### src/rtl/pvr_pkg.sv
package pvr_pkg;
  localparam int unsigned PVR_CTRL_LINES   = 8;
  localparam int unsigned PVR_CASCADE_LINE = 2;
  localparam int unsigned PVR_DATA_W       = 8;
  localparam logic [7:0]  PVR_VEC_BASE     = 8'h20;

  typedef enum logic [1:0] {
    ACC_IDLE  = 2'd0,
    ACC_READ  = 2'd1,
    ACC_WRITE = 2'd2,
    ACC_BOTH  = 2'd3
  } pvr_access_e;
endpackage

### src/rtl/pvr_qualify.sv
module pvr_qualify #(
  parameter int unsigned LINES        = 8,
  parameter bit          SKIP_EN      = 1'b0,
  parameter int unsigned CASCADE_LINE = 2
) (
  input  logic [LINES-1:0] req,
  input  logic [LINES-1:0] mask,
  output logic [LINES-1:0] pend
);
  for (genvar i = 0; i < LINES; i++) begin : g_line
    if (SKIP_EN && (i == CASCADE_LINE)) begin : g_skip
      assign pend[i] = 1'b0;
    end else begin : g_pass
      assign pend[i] = req[i] & ~mask[i];
    end
  end
endmodule

### src/rtl/pvr_prio_enc.sv
module pvr_prio_enc #(
  parameter int unsigned WIDTH = 8,
  localparam int unsigned IDX_W = (WIDTH > 1) ? $clog2(WIDTH) : 1
) (
  input  logic [WIDTH-1:0] vec,
  output logic             found,
  output logic [IDX_W-1:0] idx
);
  // Scan from the top down so the lowest set bit is the last one assigned.
  always_comb begin
    found = 1'b0;
    idx   = '0;
    for (int i = WIDTH - 1; i >= 0; i--) begin
      if (vec[i]) begin
        found = 1'b1;
        idx   = IDX_W'(i);
      end
    end
  end
endmodule

### src/rtl/pvr_read_port.sv
module pvr_read_port
  import pvr_pkg::*;
#(
  parameter int unsigned       DATA_W   = 8,
  parameter int unsigned       IDX_W    = 4,
  parameter logic [DATA_W-1:0] VEC_BASE = 8'h20
) (
  input  logic              clk,
  input  logic              rst,
  input  logic              rd_en,
  input  logic              wr_en,
  input  logic              found,
  input  logic [IDX_W-1:0]  idx,
  output logic [DATA_W-1:0] rd_data,
  output logic              rd_valid,
  output logic              spurious,
  output logic              wr_err
);
  pvr_access_e       acc;
  logic [DATA_W-1:0] vec_next;
  logic              do_read;

  assign acc = pvr_access_e'({wr_en, rd_en});

  always_comb begin
    vec_next = found ? (VEC_BASE + DATA_W'(idx)) : VEC_BASE;
    case (acc)
      ACC_READ, ACC_BOTH: do_read = 1'b1;
      default:            do_read = 1'b0;
    endcase
  end

  always_ff @(posedge clk) begin
    if (rst) begin
      rd_data  <= '0;
      rd_valid <= 1'b0;
      spurious <= 1'b0;
      wr_err   <= 1'b0;
    end else begin
      rd_valid <= do_read;
      wr_err   <= (acc == ACC_WRITE) || (acc == ACC_BOTH);
      if (do_read) begin
        rd_data <= vec_next;
        if (!found) spurious <= 1'b1;
      end
    end
  end
endmodule

### src/rtl/pic_vector_readout.sv
module pic_vector_readout
  import pvr_pkg::*;
#(
  parameter int unsigned                 CTRL_LINES   = PVR_CTRL_LINES,
  parameter int unsigned                 CASCADE_LINE = PVR_CASCADE_LINE,
  parameter int unsigned                 DATA_W       = PVR_DATA_W,
  parameter logic [PVR_DATA_W-1:0]       VEC_BASE     = PVR_VEC_BASE
) (
  input  logic                  clk,
  input  logic                  rst,
  input  logic [CTRL_LINES-1:0] req_pri,
  input  logic [CTRL_LINES-1:0] mask_pri,
  input  logic [CTRL_LINES-1:0] req_sec,
  input  logic [CTRL_LINES-1:0] mask_sec,
  input  logic                  rd_en,
  input  logic                  wr_en,
  output logic [DATA_W-1:0]     rd_data,
  output logic                  rd_valid,
  output logic                  spurious,
  output logic                  wr_err
);
  localparam int unsigned NUM_CTRL = 2;
  localparam int unsigned CTRL_IW  = (CTRL_LINES > 1) ? $clog2(CTRL_LINES) : 1;
  localparam int unsigned IDX_W    = CTRL_IW + 1;

  logic [NUM_CTRL-1:0][CTRL_LINES-1:0] req_a, mask_a, pend_a;
  logic [NUM_CTRL-1:0]                 found_a;
  logic [NUM_CTRL-1:0][CTRL_IW-1:0]    idx_a;
  logic                                found;
  logic [IDX_W-1:0]                    idx;

  assign req_a  = {req_sec, req_pri};
  assign mask_a = {mask_sec, mask_pri};

  // Controller 0 is the primary and owns the cascade input.
  for (genvar c = 0; c < NUM_CTRL; c++) begin : g_ctrl
    pvr_qualify #(
      .LINES       (CTRL_LINES),
      .SKIP_EN     (c == 0),
      .CASCADE_LINE(CASCADE_LINE)
    ) u_qual (
      .req (req_a[c]),
      .mask(mask_a[c]),
      .pend(pend_a[c])
    );

    pvr_prio_enc #(
      .WIDTH(CTRL_LINES)
    ) u_enc (
      .vec  (pend_a[c]),
      .found(found_a[c]),
      .idx  (idx_a[c])
    );
  end

  // Any primary candidate outranks every secondary line.
  assign found = |found_a;
  assign idx   = found_a[0] ? {1'b0, idx_a[0]} : {1'b1, idx_a[1]};

  pvr_read_port #(
    .DATA_W  (DATA_W),
    .IDX_W   (IDX_W),
    .VEC_BASE(DATA_W'(VEC_BASE))
  ) u_port (
    .clk     (clk),
    .rst     (rst),
    .rd_en   (rd_en),
    .wr_en   (wr_en),
    .found   (found),
    .idx     (idx),
    .rd_data (rd_data),
    .rd_valid(rd_valid),
    .spurious(spurious),
    .wr_err  (wr_err)
  );
endmodule

### config.mk
export PLATFORM = sky130hd
export DESIGN_NAME = pic_vector_readout
export DESIGN_NICKNAME = d
export VERILOG_FILES = /design/src/rtl/pvr_pkg.sv /design/src/rtl/pvr_qualify.sv /design/src/rtl/pvr_prio_enc.sv /design/src/rtl/pvr_read_port.sv /design/src/rtl/pic_vector_readout.sv
export SDC_FILE = /design/constraint.sdc
export NUM_CORES = 1
export LEC_CHECK = 0
export BUFFER_PORTS_ARGS = -buffer_cell sky130_fd_sc_hd__buf_2
export CORE_MARGIN = 1
export CORE_UTILIZATION = 37
export CTS_CLUSTER_DIAMETER = 50
export CTS_CLUSTER_SIZE = 30
export DETAILED_ROUTE_END_ITERATION = 7
export PLACE_DENSITY = 0.74
export SLEW_MARGIN = 20
export SYNTH_ARGS = -nofsm -noshare
export SYNTH_HDL_FRONTEND = slang
export SYNTH_HIERARCHICAL = 1
export SYNTH_SLANG_ARGS = --single-unit
### constraint.sdc
create_clock -name clk -period 1.5 [get_ports clk]
set_clock_uncertainty 0.15 [all_clocks]
set_input_delay 0.075 -clock clk [delete_from_list [all_inputs] [get_ports clk]]
set_output_delay 0.075 -clock clk [all_outputs]
set_load 0.005 [all_outputs]
==> flow_metrics.tcl <==
set metrics [dict create \
    rows 15 \
    drt-pass1-iter-count 4 \
    yosysWarningCount 6 \
    setup_ws_ns 0.0922 \
    fin_nets 170 \
    port_buffers 41 \
    min_period_over_period_pct 93.9 \
    syn_inst 80 \
    worstPathRequired_ns 1.48 \
    die-width_um 46.1 \
    postRouteAntennaNets 0 \
    drt_iter0_markers 9 \
    fin_crit_ns 1.41 \
    grt_setup_unrepaired "false" \
    area_growth_pct 45.0 \
    fin_area_um2 1040 \
    coreArea_um2 1780 \
    grt_overflow 0 \
    grt_pass1_vias 579 \
    status "completed" \
    root_buffer "clkbuf_4" \
    cts_tree "yes" \
    fp.dieH_um 46.1 \
    h-tree-depth 1 \
    hold_path_startpoint "u_port/spurious$_SDFFE_PP0P_" \
    end_kind "register" \
    initial_core_util_pct 40.4 \
    reg2regPathDepth 2 \
    clock_path_buffers 2 \
    drc 0 \
    grt_pass1_wl_mm 2.09 \
    grt_max_degree 12 \
    drt-wirelength-per-cell_um 9.50 \
    holdPathStages 2 \
    ys_seq_elements 8 \
    dp_cells 150 \
    drive_above_1_share_pct 55.3 \
    r2r-end "u_port/rd_data[0]$_SDFFE_PP0P_" \
    max-vdd-ir-drop_mv 0.453 \
    clk_latency_ns 0.25 \
    crit-reg2reg-launch "u_port/rd_data[0]$_SDFFE_PP0P_" \
    detail_route.wirelength_mm 1.49 \
    via_per_inst 4.42 \
    critical_path_arrival_ns 1.39 \
    hold_class "reg -> reg" \
    cp_max_fo 8 \
    place_ws_ns -0.177 \
    pwr_density_cell_nw_per_um2 571 \
    path_class "in -> reg" \
    cts.clk_slew.worst_paths_ns 0.06 \
    setup-violations-final 0 \
    power.leakage_nw 0.524 \
    dieArea_um2 2120 \
    clock-sinks 8 \
    layoutNonFillerInstCount 157 \
    yosysSeqAreaShare_pct 22.3 \
    fillCellCount 165 \
    antenna_found_initial 0 \
    maxCapViolations 0 \
    io_pins 47 \
    start_kind "primary input" \
    diodes 0 \
    avgSynthCellArea_um2 8.99 \
    holdPathEnd "u_port/spurious$_SDFFE_PP0P_" \
    fmax_mhz 710 \
    routabilityCongestion 0.688 \
    hpwl_mm 1.17 \
    track_usage_pct 13.7 \
    synth_area_um2 719 \
    cts_buffers 3 \
    vias 694 \
    drv_slew 0 \
    ff2ff_setup_slack_ns 0.78 \
    hold_viol_final 0 \
    ys_types 20 \
    placed_cell_area_um2 975 \
]
## metrics by stage
stage	power (mW)	TNS, ns	util (%)	hold slack, ns
final	0.596	0	58.5	0.313
after floorplan	0.347	0	-	-0.00593
after global routing	0.638	0	58.5	0.335
after detailed placement	0.427	-0.630	54.7	0.142
after CTS	0.605	0	58.2	0.318
after global placement	0.424	-0.296	54.7	0.132
## metal layers
metal	wire length [um]	vias up	track usage [%]
met2	747	29	24.8
li1	-	366	-
met1	658	299	14.5
met3	86	0	5.88
met5	0	-	0
met4	0	0	3.53
## sequential cells by signal, indices dropped and copies added, names as in the netlist
| register | count |
|---|---|
| u_port/rd_data | 5 |
| u_port/rd_valid | 1 |
| u_port/spurious | 1 |
| u_port/wr_err | 1 |
## kinds of logic (layout without fill, tap and decap cells)
kind of cell | after synthesis | in the layout | synth area share [%]
and+or+nand+nor | 43 | 43 | 51.3
buffers and inverters | 9 | 59 | 7.83
DFF | 8 | 8 | 22.3
other | 2 | 4 | 1.04
AOI/OAI and AO/OA | 15 | 15 | 12.9
muxes | 3 | 3 | 4.70
## critical path: stages
cell and delay, ns:
dlygate4sd3_1 0.53, buf_2 0.18, nor2b_1 0.06, dlygate4sd3_1 0.55
## how the worst max path moves through the flow
stage,to,from,slack (ns)
3_5_place_dp,u_port/spurious$_SDFFE_PP0P_,req_pri[5],-0.18
4_1_cts,u_port/spurious$_SDFFE_PP0P_,req_pri[5],0.09
6_report,u_port/wr_err$_SDFF_PP0_,rst,0.09
2_1_floorplan,u_port/spurious$_SDFFE_PP0P_,req_pri[5],0.002
5_1_grt,u_port/wr_err$_SDFF_PP0_,rst,0.08
3_3_place_gp,u_port/spurious$_SDFFE_PP0P_,req_pri[5],-0.08
## Yosys cell counts (all sizes together)
cell type | instances | share of area [%]
a211oi | 2 | 2.1
a21oi | 7 | 4.9
buf | 5 | 5.7
conb | 2 | 1.0
dfxtp | 8 | 22
inv | 4 | 2.1
mux2 | 3 | 4.7
nand2 | 2 | 1.0
nand2b | 5 | 4.3
nand3 | 4 | 2.8
nor2 | 6 | 3.1
nor2b | 21 | 34
nor4 | 4 | 5.2
o21ai | 2 | 1.4
o21bai | 2 | 2.1
o41ai | 2 | 2.4
or2 | 1 | 0.87
## layout make-up
class	count	area, um2	share of cell area, %
multi-input cells	65	517	49.5
repair buffers	52	298	28.5
flip-flops and latches	8	160	15.3
well taps	25	31.3	3.00
clock buffers	3	22.5	2.16
inverters	4	15.0	1.44
## cells in the final DEF (no fill, tap or decap), types with 2 or more instances in the layout
master         synthesis  final
o41ai_1                2      2
nand3_1                4      4
nor2_1                 6      6
nor4_2                 2      3
inv_1                  4      4
o21ai_0                2      2
nor2b_1                6      6
a21oi_1                7      7
nand2_1                2      2
nand2b_1               5      5
buf_2                  0     41
buf_4                  4      7
dlygate4sd3_1          0      4
a211oi_1               2      2
clkbuf_4               0      3
conb_1                 2      4
dfxtp_1                8      8
nor2b_4               15     15
mux2_2                 3      3
o21bai_1               2      2
## power breakdown
part | switching, mW | leakage [nW] | internal, mW
Clock | 0.0711 | 0.0138 | 0.0914
Sequential | 0.00386 | 0.0657 | 0.223
Combinational | 0.0830 | 0.445 | 0.123
Total | 0.158 | 0.524 | 0.438
## timing repair
action | in CTS | in global routing
endpoints found under the hold margin | 8 | 0
setup endpoints to repair | 0 | 1
buffers inserted | 0 | 0
resized for setup | 0 | 1
hold buffers | 4 | 0
Power figures use the tool's default switching activity.
